[src/rtl/t1_rx_timing_pkg.sv]
package t1_rx_timing_pkg;

  // Signaling frames: 1-based frame number is a multiple of the period.
  function automatic logic is_sig_frame(input logic [7:0] frame_idx,
                                        input int unsigned period);
    return ((int'(frame_idx) + 1) % int'(period)) == 0;
  endfunction

  // Index of the last frame of the multiframe for the chosen format.
  function automatic logic [7:0] mf_last_idx(input logic esf,
                                             input int unsigned sf_n,
                                             input int unsigned esf_n);
    return esf ? 8'(esf_n - 1) : 8'(sf_n - 1);
  endfunction

endpackage

[src/rtl/t1_bit_pos.sv]
module t1_bit_pos #(
  parameter int CHANNELS    = 24,
  parameter int BITS_PER_CH = 8,
  localparam int CH_W  = $clog2(CHANNELS),
  localparam int BIT_W = $clog2(BITS_PER_CH)
) (
  input  logic             clk,
  input  logic             rst_n,
  input  logic             resync,
  output logic             fbit,
  output logic [CH_W-1:0]  ch_idx,
  output logic [BIT_W-1:0] bit_idx,
  output logic             frame_last
);

  logic ch_last_bit;
  assign ch_last_bit = (bit_idx == BIT_W'(BITS_PER_CH - 1));
  assign frame_last  = !fbit && ch_last_bit && (ch_idx == CH_W'(CHANNELS - 1));

  always_ff @(posedge clk or negedge rst_n) begin
    if (!rst_n) begin
      fbit    <= 1'b1;
      ch_idx  <= '0;
      bit_idx <= '0;
    end else if (resync) begin
      fbit    <= 1'b1;
      ch_idx  <= '0;
      bit_idx <= '0;
    end else if (fbit) begin
      fbit    <= 1'b0;
      ch_idx  <= '0;
      bit_idx <= '0;
    end else if (ch_last_bit) begin
      bit_idx <= '0;
      if (frame_last) fbit <= 1'b1;
      else            ch_idx <= ch_idx + 1'b1;
    end else begin
      bit_idx <= bit_idx + 1'b1;
    end
  end

endmodule

[src/rtl/t1_frame_ctr.sv]
module t1_frame_ctr
  import t1_rx_timing_pkg::*;
#(
  parameter int SF_FRAMES  = 12,
  parameter int ESF_FRAMES = 24,
  parameter int SIG_PERIOD = 6,
  localparam int FR_W = $clog2(ESF_FRAMES)
) (
  input  logic            clk,
  input  logic            rst_n,
  input  logic            resync,
  input  logic            advance,
  input  logic            esf_mode,
  output logic [FR_W-1:0] frame_idx,
  output logic            mf_first,
  output logic            sig_frame
);

  logic wrap;
  assign wrap      = 8'(frame_idx) >= mf_last_idx(esf_mode, SF_FRAMES, ESF_FRAMES);
  assign mf_first  = (frame_idx == '0);
  assign sig_frame = is_sig_frame(8'(frame_idx), SIG_PERIOD);

  always_ff @(posedge clk or negedge rst_n) begin
    if (!rst_n)       frame_idx <= '0;
    else if (resync)  frame_idx <= '0;
    else if (advance) frame_idx <= wrap ? '0 : frame_idx + 1'b1;
  end

endmodule

[src/rtl/t1_chan_mask.sv]
module t1_chan_mask #(
  parameter int CHANNELS = 24,
  parameter int ADDR_W   = 2,
  localparam int NBYTES  = (CHANNELS + 7) / 8,
  localparam int CH_W    = $clog2(CHANNELS)
) (
  input  logic              clk,
  input  logic              rst_n,
  input  logic              wr_en,
  input  logic [ADDR_W-1:0] wr_addr,
  input  logic [7:0]        wr_data,
  input  logic [CH_W-1:0]   sel_ch,
  output logic              sel_en
);

  logic [NBYTES*8-1:0] mask;

  for (genvar b = 0; b < NBYTES; b++) begin : g_byte
    logic [7:0] q;
    always_ff @(posedge clk or negedge rst_n) begin
      if (!rst_n)                                   q <= '0;
      else if (wr_en && wr_addr == ADDR_W'(b))      q <= wr_data;
    end
    assign mask[b*8 +: 8] = q;
  end

  assign sel_en = mask[sel_ch];

endmodule

[src/rtl/t1_rx_timing.sv]
module t1_rx_timing #(
  parameter int CHANNELS    = 24,
  parameter int BITS_PER_CH = 8,
  parameter int SF_FRAMES   = 12,
  parameter int ESF_FRAMES  = 24,
  parameter int SIG_PERIOD  = 6,
  parameter int ADDR_W      = 2
) (
  input  logic              clk,
  input  logic              rst_n,
  input  logic              resync,
  input  logic              esf_mode,
  input  logic              sync_mf_sel,
  input  logic              sync_dbl_en,
  input  logic              blk_wr_en,
  input  logic [ADDR_W-1:0] blk_wr_addr,
  input  logic [7:0]        blk_wr_data,
  output logic              sync_out,
  output logic              fsync_out,
  output logic              msync_out,
  output logic              chblk_out
);

  localparam int FRAME_BITS = 1 + CHANNELS * BITS_PER_CH;
  localparam int CH_W  = $clog2(CHANNELS);
  localparam int BIT_W = $clog2(BITS_PER_CH);
  localparam int FR_W  = $clog2(ESF_FRAMES);

  logic             fbit;
  logic [CH_W-1:0]  ch_idx;
  logic [BIT_W-1:0] bit_idx;
  logic             frame_last;
  logic [FR_W-1:0]  frame_idx;
  logic             mf_first;
  logic             sig_frame;
  logic             ch_en;

  // Named internal events, used by the outputs and by the checker.
  logic frame_start, mf_start, sig_second;

  t1_bit_pos #(.CHANNELS(CHANNELS), .BITS_PER_CH(BITS_PER_CH)) u_pos (
    .clk(clk), .rst_n(rst_n), .resync(resync),
    .fbit(fbit), .ch_idx(ch_idx), .bit_idx(bit_idx), .frame_last(frame_last)
  );

  t1_frame_ctr #(.SF_FRAMES(SF_FRAMES), .ESF_FRAMES(ESF_FRAMES),
                 .SIG_PERIOD(SIG_PERIOD)) u_frm (
    .clk(clk), .rst_n(rst_n), .resync(resync), .advance(frame_last),
    .esf_mode(esf_mode), .frame_idx(frame_idx), .mf_first(mf_first),
    .sig_frame(sig_frame)
  );

  t1_chan_mask #(.CHANNELS(CHANNELS), .ADDR_W(ADDR_W)) u_mask (
    .clk(clk), .rst_n(rst_n), .wr_en(blk_wr_en), .wr_addr(blk_wr_addr),
    .wr_data(blk_wr_data), .sel_ch(ch_idx), .sel_en(ch_en)
  );

  assign frame_start = fbit;
  assign mf_start    = fbit && mf_first;
  assign sig_second  = !fbit && (ch_idx == '0) && (bit_idx == '0) && sig_frame;

  assign fsync_out = frame_start;
  assign msync_out = mf_start;
  assign sync_out  = sync_mf_sel ? mf_start
                                 : (frame_start || (sync_dbl_en && sig_second));
  assign chblk_out = !fbit && ch_en;

endmodule

[config.mk]
export PLATFORM = sky130hd
export DESIGN_NAME = t1_rx_timing
export DESIGN_NICKNAME = d
export VERILOG_FILES = /design/src/rtl/t1_rx_timing_pkg.sv /design/src/rtl/t1_bit_pos.sv /design/src/rtl/t1_frame_ctr.sv /design/src/rtl/t1_chan_mask.sv /design/src/rtl/t1_rx_timing.sv
export SDC_FILE = /design/constraint.sdc
export NUM_CORES = 1
export LEC_CHECK = 0
export ABC_CLOCK_PERIOD_IN_PS = 5800
export BUFFER_PORTS_ARGS = -buffer_cell sky130_fd_sc_hd__buf_2
export CAP_MARGIN = 10
export CORE_MARGIN = 1
export CORE_UTILIZATION = 58
export DETAILED_ROUTE_END_ITERATION = 6
export PLACE_DENSITY = 0.78
export SLEW_MARGIN = 20
export SYNTH_ARGS = -nofsm -noshare
export SYNTH_HDL_FRONTEND = slang
export SYNTH_SLANG_ARGS = --single-unit
[constraint.sdc]
create_clock -name clk -period 5.8 [get_ports clk]
set_input_delay 1.45 -clock clk [delete_from_list [all_inputs] [get_ports clk]]
set_output_delay 1.45 -clock clk [all_outputs]
set_load 0.05 [all_outputs]
## Yosys cells after proc, flatten, opt, wreduce, memory -nomap -nowiden

Cells that the tools add are included.
W data, S select, Z words.

- Output and inout port bits: 4
- Input bits: 17
- Word-level logic and storage cells: 58
- Flip-flop bits (word level): 38

- Add/sub/neg operators: 4
- Reduce and logical (&&, ||, !) cells: 21
- Multiplexer cells: 18
- Div/mod/pow operators: 1
- Magnitude comparators: 2
- Eq/ne operators: 5

Operators by type and width:

| kind | number |
|---|---|
| $mux W5 | 8 |
| $logic_not A32 Y1 | 1 |
| $mod A32 B4 Y32 const B | 1 |
| $logic_and A1 B1 Y1 | 11 |
| $add A5 B1 Y5 const B | 2 |
| $logic_not A5 Y1 | 2 |
| $mux W3 | 3 |
| $ge A5 B8 Y1 | 1 |
| $add A5 B1 Y6 const B | 1 |
| $lt A5 B6 Y1 const B | 1 |
| $mux W1 | 6 |
| $bmux W1 S5 | 1 |
| $eq A5 B5 Y1 const B | 1 |
| $add A3 B1 Y3 const B | 1 |
| $eq A3 B3 Y1 const B | 1 |
| $logic_not A3 Y1 | 1 |
| $ne A3 B2 Y1 const B | 1 |
| $reduce_bool A3 Y1 | 1 |
| $eq A2 B1 Y1 const B | 1 |
| $eq A2 B2 Y1 const B | 1 |
| $logic_not A2 Y1 | 1 |
| $reduce_and A2 Y1 | 1 |
| $reduce_bool A2 Y1 | 1 |
| $logic_not A1 Y1 | 1 |
| $logic_or A1 B1 Y1 | 1 |

## Longest topological paths before layout

Gate-level depths: netlist of the first run.

- Word-level depth: 7
- Gate-level depth with buffers: 17
- Depth with buffers taken out: 16

## By module

A second synthesis of the first run with hierarchy kept.

- Cells, all modules: 211
- Area total of the unflattened synthesis: 2,369.8 µm²

Modules (own cells, without submodules):

| module | instances | area an instance (µm²) | cells each |
|---|---|---|---|
| t1_chan_mask | 1 | 1,164.9 | 73 |
| t1_frame_ctr | 1 | 720.7 | 92 |
| t1_bit_pos | 1 | 426.7 | 39 |
| t1_rx_timing | 1 | 57.6 | 7 |

## Worst setup path before layout of the first run

No wires, ideal clock.

- Path kind: reg-to-output
- From: register u_frm.frame_idx[0]
- To: output sync_out
- Cell stages (with the launch flop): 18
- Data required time: 4.350 ns
- Data arrival time: 4.089 ns
- Slack: 0.261 ns
- Path buffers: 1
- Path through: dfrtp_1 -> ha_1 -> buf_2 -> nand3_1 -> xnor2_1 -> ha_1 -> nand2b_1 -> a31oi_1 -> o22ai_1 -> a21o_1 -> nand3b_1 -> o21ai_0 -> ha_1 -> nor3_1 -> nand2_1 -> mux2i_1 -> a2111oi_2 -> a211oi_1

- Word-level cells in the longest chain between the ends: 7

RTL lines:

| item | line | text |
|---|---|---|
| start: declaration | t1_frame_ctr.sv:14 | `output logic [FR_W-1:0] frame_idx,` |
| start signal: assignment | t1_frame_ctr.sv:27 | `else if (advance) frame_idx <= wrap ? '0 : frame_idx + 1'b1;` |
| $add A5 B1 Y6 | t1_rx_timing_pkg.sv:6 | `return ((int'(frame_idx) + 1) % int'(period)) == 0;` |
| $mod A32 B4 Y32 | t1_rx_timing_pkg.sv:6 |  |
| $logic_not A32 Y1 | t1_rx_timing_pkg.sv:6 |  |
| $logic_and A1 B1 Y1 | t1_rx_timing.sv:60 | `assign sig_second = !fbit && (ch_idx == '0) && (bit_idx == '0) && sig_frame;` |
| $logic_and A1 B1 Y1 | t1_rx_timing.sv:65 | `: (frame_start \|\| (sync_dbl_en && sig_second));` |
| $logic_or A1 B1 Y1 | t1_rx_timing.sv:65 |  |
| $mux W1 * | t1_rx_timing.sv:64 | `assign sync_out = sync_mf_sel ? mf_start` |
| end: declaration | t1_rx_timing.sv:18 | `output logic sync_out,` |

Mark *: on every way between the ends. The rest lies on a longest branch, timed or not.

## Worst setup path after layout of the first run

Ends and elaborated chain as after synthesis.

==> results of run 1 <==
## kinds of logic after synthesis
logic type | count (synthesis) | synth area share (%)
muxes | 34 | 21.2
and+or+nand+nor | 55 | 13.3
xor gates and xnor gates | 7 | 2.84
adders and majority gates | 12 | 6.96
AOI/OAI and AO/OA | 23 | 7.37
buffers and inverters | 21 | 4.12
DFF | 38 | 44.2
## registers in the layout, indices dropped and copies added (netlist names)
signal and count:
u_mask.g_byte.q 24, u_frm.frame_idx 5, u_pos.ch_idx 5, u_pos.bit_idx 3
u_pos.fbit 1
## routing by layer
metal / part of all wire [%] / track usage (%) / up-vias
li1: - / - / 718
met4: 1.1 / 6.69 / 0
met2: 53 / 41.5 / 40
met3: 5.4 / 4.38 / 7
met1: 40 / 28.7 / 714
met5: 0 / 0 / -
## power groups by stage
| stage | clock [W] | combinational [W] | sequential [W] |
|---|---|---|---|
| after CTS | 0.000227 | 0.0000821 | 0.000315 |
| after floorplan | 0 | 0.0000575 | 0.000315 |
| after global routing | 0.000239 | 0.0000879 | 0.000320 |
| after global placement | 0 | 0.0000772 | 0.000317 |
| final | 0.000224 | 0.0000802 | 0.000315 |
| after detailed placement | 0 | 0.0000814 | 0.000320 |
## worst paths after layout
| check | from | end | slack [ns] | cells past startpoint |
|---|---|---|---|---|
| hold / removal | u_pos.bit_idx[0] | u_pos.bit_idx[0] | 0.48 | 1 |
| min in group asynchronous | rst_n | u_frm.frame_idx[2] | 1.25 | 1 |
| hold reg to reg | u_pos.bit_idx[0] | u_pos.bit_idx[0] | 0.48 | 1 |
| setup / recovery | u_frm.frame_idx[0] | sync_out | 0.36 | 17 |
| max in group asynchronous | rst_n | u_mask.g_byte[1].q[0] | 4.03 | 1 |
| setup reg to reg | u_frm.frame_idx[2] | u_frm.frame_idx[4] | 3.66 | 7 |
## layout by cell type (no fill, tap or decap), types with 3 or more instances in the layout
master,synthesis,layout
ha_1,12,11
nand4_1,3,3
nor3_1,7,7
buf_2,2,20
o21ai_0,6,6
inv_1,13,13
nand3b_1,3,3
nor2b_1,3,3
xnor2_1,5,5
a21o_1,3,3
nand2_1,7,7
mux2i_1,3,3
o22ai_1,3,3
mux2_2,24,24
nand3_1,5,5
nand2b_1,3,3
a21oi_1,4,4
dfrtp_1,37,37
clkbuf_8,0,6
mux4_2,7,7
nor2_1,16,16
## metrics by stage
step / worst slack (ns) / power [W] / instance area (um^2) / utilization [%]
floorplan: 0.261 / 0.000372 / 2160 / -
finish: 0.361 / 0.000619 / 2400 / 69.7
global placement: 0.778 / 0.000395 / 2270 / 66.0
global route: 0.0320 / 0.000646 / 2400 / 69.7
CTS: 0.237 / 0.000624 / 2390 / 69.3
detailed placement: 0.593 / 0.000401 / 2270 / 66.0
## cell type report
cell class                      instances  area [um^2]  share of cell area [%]
Multi-Input combinational cell        131         1130                    47.0
Timing Repair Buffer                   20          100                    4.17
Sequential cell                        38          952                    39.7
Inverter                               13         48.8                    2.03
Clock buffer                            6         82.6                    3.44
Clock inverter                          1         30.0                    1.25
Tap cell                               46         57.6                    2.40
## timing repair
item                                   4_1_cts  5_1_grt
endpoints found under the hold margin        0        0
resized for setup                            0        2
setup endpoints to repair                    0        1
==> impl_metrics.ini, run 1 <==
[critical_path]
required_ns = 4.35
crit_buf_inv = 1
path_delay_family = compound AO/OA/AOI/OAI gates
max_stage_delay_ns = 0.53
critPathCaptureType = primary output
start_kind = flop
worstSetupPathType = flop to primary output
crit_top_cell = ha_1
worstPathCellList = ha_4, nand3_1, xnor2_1, ha_1, nand2b_1, a31oi_1, o22ai_1, a21o_1, nand3b_1, o21ai_0, ha_1, nor3_1, nand2_1, mux2i_1, a2111oi_2, a211oi_1, buf_2
critPathSlowestCell = dfrtp_1
crit_fanout = 10
arrival_ns = 3.99

[clock_network]
cts.reportedPaths.clkPinSlew_ns = 0.08
cts_buffer_depth = 2
cts_sinks = 38
cts_buffers = 5
cts_setup_buffers = 0
root_buffer = clkbuf_8
cts.hold.buffers_added = 0
cts_tree = yes
htree_num_levels = 2
worstSkewPairLatency_ns = 0.28

[floorplanning]
boundaryPins = 21
core_area_um2 = 3440
start_util_pct = 62.6
dieArea_um2 = 3960
dieWidth_um = 63.0
num_rows = 21
die_height_um = 63.0

[cells_and_area]
area_delta_synth_final_pct = 11.3
fillCellCount = 260
drive_above_1_share_pct = 31.1
diodes = 0
finalNetCount = 238
stdcell_count = 255

[timing]
finalCritPeriodShare_pct = 93.8
fin_tns_setup_ns = 0
hold_viol = 0
finalSetupViolCount = 0
fmax_ghz = 0.184
grt_setup_unrepaired = false
fin_crit_ns = 5.44
holdWs_ns = 0.479
worst_pin_slew_ns = 0.808
relSlewSlack_pct = 46.1
skew_ns = 0.00921
slew_violations = 0

[routing]
drc = 0
dr.pass1.iters = 4
wl_per_cell_um = 15.4
drt_iter0_markers = 74
vias = 1479
routed_wl_um = 3920
antenna_left = 0
drt-vias-per-instance = 5.80

[logic_synthesis]
syn_area_um2 = 2160
syn-num-nets = 219
synth_top_cell_by_area = dfrtp_1
ys_types = 36
ys_ff_latch = 38
synth-async-reset-ratio_pct = 100
synth_area_leaders = dfrtp_1 43%, mux2_2 13%, mux4_2 7.3%
seq_area_frac_synth_pct = 44.2
synth.most_common_cell = dfrtp_1
ys_top_cells_by_count = 37 x dfrtp_1, 24 x mux2_2, 16 x nor2_1
synth-edff-count = 0
synth_top_area_share_pct = 42.9
postSynthAreaPerCell_um2 = 11.3
synth-main-ff-cell = dfrtp_1
syn-instance-count = 190
ys_warn_count = 0

[power]
p_leak_nw = 1.07
peakVddDrop_v = 0.000175
cellPowerDensity_nw_per_um2 = 258
switchingPower_w = 0.000138
power.internal_w = 0.000481
switching_share_pct = 22.3
clkPwrFrac_pct = 36.2
p_seq_share_pct = 50.8
comb_power_share_pct = 13.0

[place]
gp_congestion = 0.874
placed_cells = 248
dp_hpwl_um = 2930
io_buffer_count = 20

[run_status]
status = finished, final reports clean

[global_routing]
antenna_found_initial = 0
grt_max_degree = 39
grt-ovfl-total = 0
grt_usage_pct = 23.4
grt_pass1_vias = 1563
grt_pass1_wl_um = 7150

[hold_path]
min_path_type = flop to flop

[job]
cap_violations = 0
(Power assumes the default switching activity.)
==> inputs of run 2 (changes only) <==
--- a/config.mk
+++ b/config.mk
@@ -9,10 +9,10 @@
 export BUFFER_PORTS_ARGS = -buffer_cell sky130_fd_sc_hd__buf_2
 export CAP_MARGIN = 10
 export CORE_MARGIN = 1
-export CORE_UTILIZATION = 58
+export CORE_UTILIZATION = 59
 export DETAILED_ROUTE_END_ITERATION = 6
-export PLACE_DENSITY = 0.78
-export SLEW_MARGIN = 20
+export PLACE_DENSITY = 0.79
 export SYNTH_ARGS = -nofsm -noshare
 export SYNTH_HDL_FRONTEND = slang
+export SYNTH_HIERARCHICAL = 1
 export SYNTH_SLANG_ARGS = --single-unit
==> impl_metrics.ini, run 2 <==
[logic_synthesis]
ys_types = 60
seq_area_frac_synth_pct = 40.2
synth-edff-count = 0
synth_top_area_share_pct = 39.1
postSynthAreaPerCell_um2 = 11.2
synth_area_leaders = dfrtp_1 39%, mux2_2 7.6%, ha_1 5.3%
ys_top_cells_by_count = 37 x dfrtp_1, 16 x mux2_2, 15 x nand2_1
synth-async-reset-ratio_pct = 100
syn-instance-count = 211
synth-main-ff-cell = dfrtp_1
syn_area_um2 = 2370
ys_warn_count = 6
ys_ff_latch = 38
syn-num-nets = 238
synth.most_common_cell = dfrtp_1
synth_top_cell_by_area = dfrtp_1

[clock_network]
cts_sinks = 38
htree_num_levels = 2
cts_tree = yes
worstSkewPairLatency_ns = 0.28
cts_buffer_depth = 2
cts.reportedPaths.clkPinSlew_ns = 0.07
cts_buffers = 5
cts.hold.buffers_added = 0
root_buffer = clkbuf_8

[critical_path]
critPathCaptureType = primary output
crit_fanout = 11
rr_startpoint = u_pos/ch_idx[1]
arrival_ns = 4.01
start_kind = flop
worstPathCellList = ha_2, nand3_1, nor2_1, nand2b_1, ha_1, nand2b_1, a21oi_1, a21oi_1, nand3_1, ha_1, or4b_1, mux2i_1, o221a_1, and3b_1, a32o_2, buf_2
max_stage_delay_ns = 0.51
path_delay_family = simple AND/OR/NAND/NOR gates
required_ns = 4.35
setup.worst_path.start = u_frm/frame_idx[0]
crit_buf_inv = 1
worstSetupPathType = flop to primary output
critPathSlowestCell = or4b_1

[timing]
finalCritPeriodShare_pct = 94.2
fmax_ghz = 0.183
skew_ns = 0.00323
relSlewSlack_pct = 44.3
worst_pin_slew_ns = 0.836
hold_viol = 0
fin_tns_setup_ns = 0
grt_setup_unrepaired = false
holdWs_ns = 0.482
slew_violations = 0
finalSetupViolCount = 0
fin_crit_ns = 5.46
layout_setup_ws_ns = 0.339

[floorplanning]
dieArea_um2 = 4270
core_area_um2 = 3740
start_util_pct = 63.3
boundaryPins = 21
dieWidth_um = 65.4
num_rows = 22
die_height_um = 65.4

[routing]
vias = 1710
antenna_left = 0
drt_iter0_markers = 108
drt-vias-per-instance = 6.11
drc = 0
routed_wl_um = 4680
wl_per_cell_um = 16.7
dr.pass1.iters = 4

[place]
dp_hpwl_um = 3390
placed_area_um2 = 2490
gp_congestion = 0.834
io_buffer_count = 20
place_ws_ns = 0.559

[global_routing]
grt_pass1_vias = 1611
grt-ovfl-total = 0
grt_usage_pct = 24.5
grt-busiest-layer = met1
grt_max_degree = 39
grt_pass1_wl_um = 7780
use_met1_pct = 36.2
grt_use_met2_pct = 35.6
antenna_found_initial = 0
use_met3_pct = 6.42

[hold_path]
min_path_type = flop to flop
min_from = u_mask/g_byte[0].q[2]

[cells_and_area]
multi_input_area_um2 = 1330
finalNetCount = 259
final_area_um2 = 2560
largest_reg_flops = 24
area_delta_synth_final_pct = 8.24
regArea_um2 = 952
layout_common_cells = 37 x dfrtp_1, 20 x buf_2, 16 x mux2_2
regMostFlops = u_mask/g_byte.q
final_common_cell = dfrtp_1
drive_above_1_share_pct = 25.4
fillCellCount = 294
reg_top3 = u_mask/g_byte.q x24, u_frm/frame_idx x5, u_pos/ch_idx x5
diodes = 0

[power]
cellPowerDensity_nw_per_um2 = 219
p_leak_nw = 1.11
peakVddDrop_v = 0.000195

[run_status]
status = finished, final reports clean

[job]
cap_violations = 0
run 2: changes by cell type in the layout (fill, tap and decap cells not counted), moves of 4 or more:
cell / previous run / this run
mux2_1: 0 / 8
nand2_1: 7 / 15
and2_1: 0 / 5
nor2_1: 16 / 10
o211ai_1: 0 / 5
inv_1: 13 / 9
mux4_2: 7 / 2
nor3_1: 7 / 2
mux2_2: 24 / 16
run 2: kinds of logic (layout without fill, tap and decap cells):
kind of cell | after synthesis | count (layout) | share of synthesized area (%)
buf+inv | 17 | 38 | 3.75
flops | 38 | 38 | 40.2
xor+xnor | 5 | 5 | 1.85
compound gates | 37 | 37 | 12.1
simple gates | 70 | 70 | 18.1
fa+ha+maj | 10 | 10 | 5.28
mux | 34 | 34 | 18.7
run 2: timing repair:
item,4_1_cts,5_1_grt
setup buffers,0,0
endpoints found under the setup margin,0,1
gates resized for setup,0,1
run 2: area by class of cell:
class / count / area share (%)
Clock buffer: 7 / 2.98
Inverter: 10 / 1.46
Multi-Input combinational cell: 156 / 51.9
Sequential cell: 38 / 37.1
Tap cell: 48 / 2.34
Timing Repair Buffer: 21 / 4.20
run 2: power breakdown:
group / switching (W) / internal, W
logic: 0.0000363 / 0.0000429
registers: 0.0000170 / 0.000298
clock network: 0.0000856 / 0.0000827
run 2: path summary, 6_finish.rpt:
check	end	slack [ns]	cells after the start
worst max register to register	u_frm/frame_idx[4]	3.57	6
max in group asynchronous	u_frm/frame_idx[3]	4.02	1
worst min-delay path	u_mask/g_byte[0].q[2]	0.48	1
worst min register to register	u_mask/g_byte[0].q[2]	0.48	1
worst max-delay path	sync_out	0.34	16
min in group asynchronous	u_pos/ch_idx[4]	1.26	1
run 2: metal layers:
layer  up-vias  routed length, um
li1        835                  -
met2        35               2090
met4         0                 36
met5         -                  0
met1       836               2360
met3         4                188
run 2: through the flow:
| stage | power [W] | utilization, % | std cells |
|---|---|---|---|
| floorplan | 0.000369 | - | 211 |
| global placement | 0.000394 | 66.4 | 273 |
| detailed placement | 0.000399 | 66.4 | 273 |
| CTS | 0.000567 | 68.4 | 280 |
| global route | 0.000590 | 68.5 | 280 |
| finish | 0.000563 | 68.5 | 280 |
==> inputs of run 3 (changes only) <==
--- a/config.mk
+++ b/config.mk
@@ -8,8 +8,10 @@
 export ABC_CLOCK_PERIOD_IN_PS = 5800
 export BUFFER_PORTS_ARGS = -buffer_cell sky130_fd_sc_hd__buf_2
 export CAP_MARGIN = 10
+export CORE_ASPECT_RATIO = 0.8
 export CORE_MARGIN = 1
 export CORE_UTILIZATION = 59
+export CTS_CLUSTER_SIZE = 30
 export DETAILED_ROUTE_END_ITERATION = 6
 export PLACE_DENSITY = 0.79
 export SYNTH_ARGS = -nofsm -noshare
==> impl_metrics.ini, run 3 (synthesized netlist as in run 2, its figures left out) <==
[critical_path]
crit_fanout = 11
arrival_ns = 4.06
required_ns = 4.35
max_stage_delay_ns = 0.51
crit_buf_inv = 1
critPathSlowestCell = dfrtp_1
critPathCaptureType = primary output
worstSetupPathType = flop to primary output
path_delay_family = simple AND/OR/NAND/NOR gates
worstPathCellList = ha_2, nand3_1, nor2_1, nand2b_1, ha_1, nand2b_1, a21oi_1, a21oi_1, nand3_1, ha_1, or4b_1, mux2i_1, o221a_1, and3b_1, a32o_2, buf_2
start_kind = flop

[power]
power.internal_w = 0.000437
p_seq_share_pct = 54.4
power_w = 0.000583
cellPowerDensity_nw_per_um2 = 225
switchingPower_w = 0.000146
peakVddDrop_v = 0.000236
p_leak_nw = 1.12
switching_share_pct = 25.1
comb_power_share_pct = 13.8
clkPwrFrac_pct = 31.8

[cells_and_area]
finalNetCount = 260
regMostFlops = u_mask/g_byte.q
drive_above_1_share_pct = 26.5
final_common_cell = dfrtp_1
largest_reg_flops = 24
area_delta_synth_final_pct = 9.56
diodes = 0
reg_top3 = u_mask/g_byte.q x24, u_frm/frame_idx x5, u_pos/ch_idx x5
layout_common_cells = 37 x dfrtp_1, 20 x buf_2, 16 x mux2_2
final_area_um2 = 2600

[timing]
skew_ns = 0.00571
fmax_ghz = 0.181
fin_tns_setup_ns = 0
slew_violations = 0
worst_pin_slew_ns = 0.819
grt_setup_unrepaired = false
hold_viol = 0
relSlewSlack_pct = 45.4
finalSetupViolCount = 0
fin_crit_ns = 5.51
finalCritPeriodShare_pct = 95.0

[floorplanning]
boundaryPins = 21
core_area_um2 = 3830
num_rows = 20
start_util_pct = 61.9
dieWidth_um = 72.9
dieArea_um2 = 4280
die_height_um = 58.7

[clock_network]
cts_buffer_depth = 2
cts.reportedPaths.clkPinSlew_ns = 0.07
cts_tree = yes
cts_sinks = 38
cts_buffers = 5
htree_num_levels = 2
root_buffer = clkbuf_8
worstSkewPairLatency_ns = 0.29

[job]
cap_violations = 0

[routing]
routed_wl_um = 4990
antenna_left = 0
wl_per_cell_um = 17.3
drt_iter0_markers = 181
dr.pass1.iters = 4
vias = 1757
drc = 0
drt-vias-per-instance = 6.08

[run_status]
status = finished, final reports clean

[global_routing]
grt-ovfl-total = 0
grt_usage_pct = 25.9
grt_pass1_vias = 1617
grt_pass1_wl_um = 8140
antenna_found_initial = 0
grt_max_degree = 39

[hold_path]
min_path_type = flop to flop

[place]
dp_hpwl_um = 3630
placed_area_um2 = 2500
io_buffer_count = 20
gp_congestion = 0.895
[run 3: cell types whose count changed in the layout (fill, tap and decap cells not counted), sizes merged]
| cell | before | now |
|---|---|---|
| buf | 21 | 22 |
| clkinv | 0 | 1 |
[run 3: final timing paths]
kind / depth (start not counted) / slack, ns / from / to
worst max-delay path: 16 / 0.29 / u_frm/frame_idx[0] / sync_out
worst min-delay path: 1 / 0.49 / u_mask/g_byte[0].q[0] / u_mask/g_byte[0].q[0]
worst max register to register: 6 / 3.49 / u_pos/ch_idx[1] / u_frm/frame_idx[4]
worst min register to register: 1 / 0.49 / u_mask/g_byte[0].q[0] / u_mask/g_byte[0].q[0]
max in group asynchronous: 1 / 4.03 / rst_n / u_pos/bit_idx[0]
min in group asynchronous: 1 / 1.25 / rst_n / u_mask/g_byte[0].q[6]
[run 3: cell type report]
type / instances / area, um^2
Clock buffer: 7 / 86.3
Clock inverter: 1 / 5.00
Fill cell: 289 / 1230
Inverter: 10 / 37.5
Multi-Input combinational cell: 156 / 1330
Sequential cell: 38 / 952
Tap cell: 55 / 68.8
Timing Repair Buffer: 22 / 115
[run 3: what timing repair did]
action,CTS,global route
setup endpoints to repair,0,1
hold buffers,0,0
endpoints found under the hold margin,0,0
resized for setup,0,1
buffers inserted,0,0
[run 3: per-stage QoR]
step | utilization, % | worst slack (ns) | hold WS [ns] | cells
6_report | 67.8 | 0.289 | 0.489 | 289
5_1_grt | 67.8 | 0.0878 | 0.509 | 289
4_1_cts | 67.7 | 0.197 | 0.493 | 289
3_5_place_dp | 65.4 | 0.548 | 0.476 | 281
3_3_place_gp | 65.4 | 0.679 | 0.466 | 281
2_1_floorplan | - | 0.921 | 0.449 | 211
[run 3: worst register-to-register path, stage by stage (launching register included)]
cell	delay (ns)
dfrtp_1	0.64
ha_1	0.34
nand3_1	0.12
nor2_1	0.27
nor3b_1	0.39
o21ai_1	0.24
o211ai_1	0.23
[run 3: power groups by stage]
| stage | Clock [W] | Sequential (W) | Combinational (W) |
|---|---|---|---|
| 6_report | 0.000185 | 0.000317 | 0.0000805 |
| 5_1_grt | 0.000202 | 0.000321 | 0.0000876 |
| 4_1_cts | 0.000191 | 0.000317 | 0.0000808 |
| 3_5_place_dp | 0 | 0.000321 | 0.0000802 |
| 3_3_place_gp | 0 | 0.000318 | 0.0000767 |
| 2_1_floorplan | 0 | 0.000314 | 0.0000550 |
[run 3: layer usage]
metal	share of wire (%)	global-route usage (%)	wire length (um)
met1	48	39.2	2410
met2	43	36.6	2150
met3	6.5	5.99	326
met4	1.9	9.24	97
met5	0	0	0
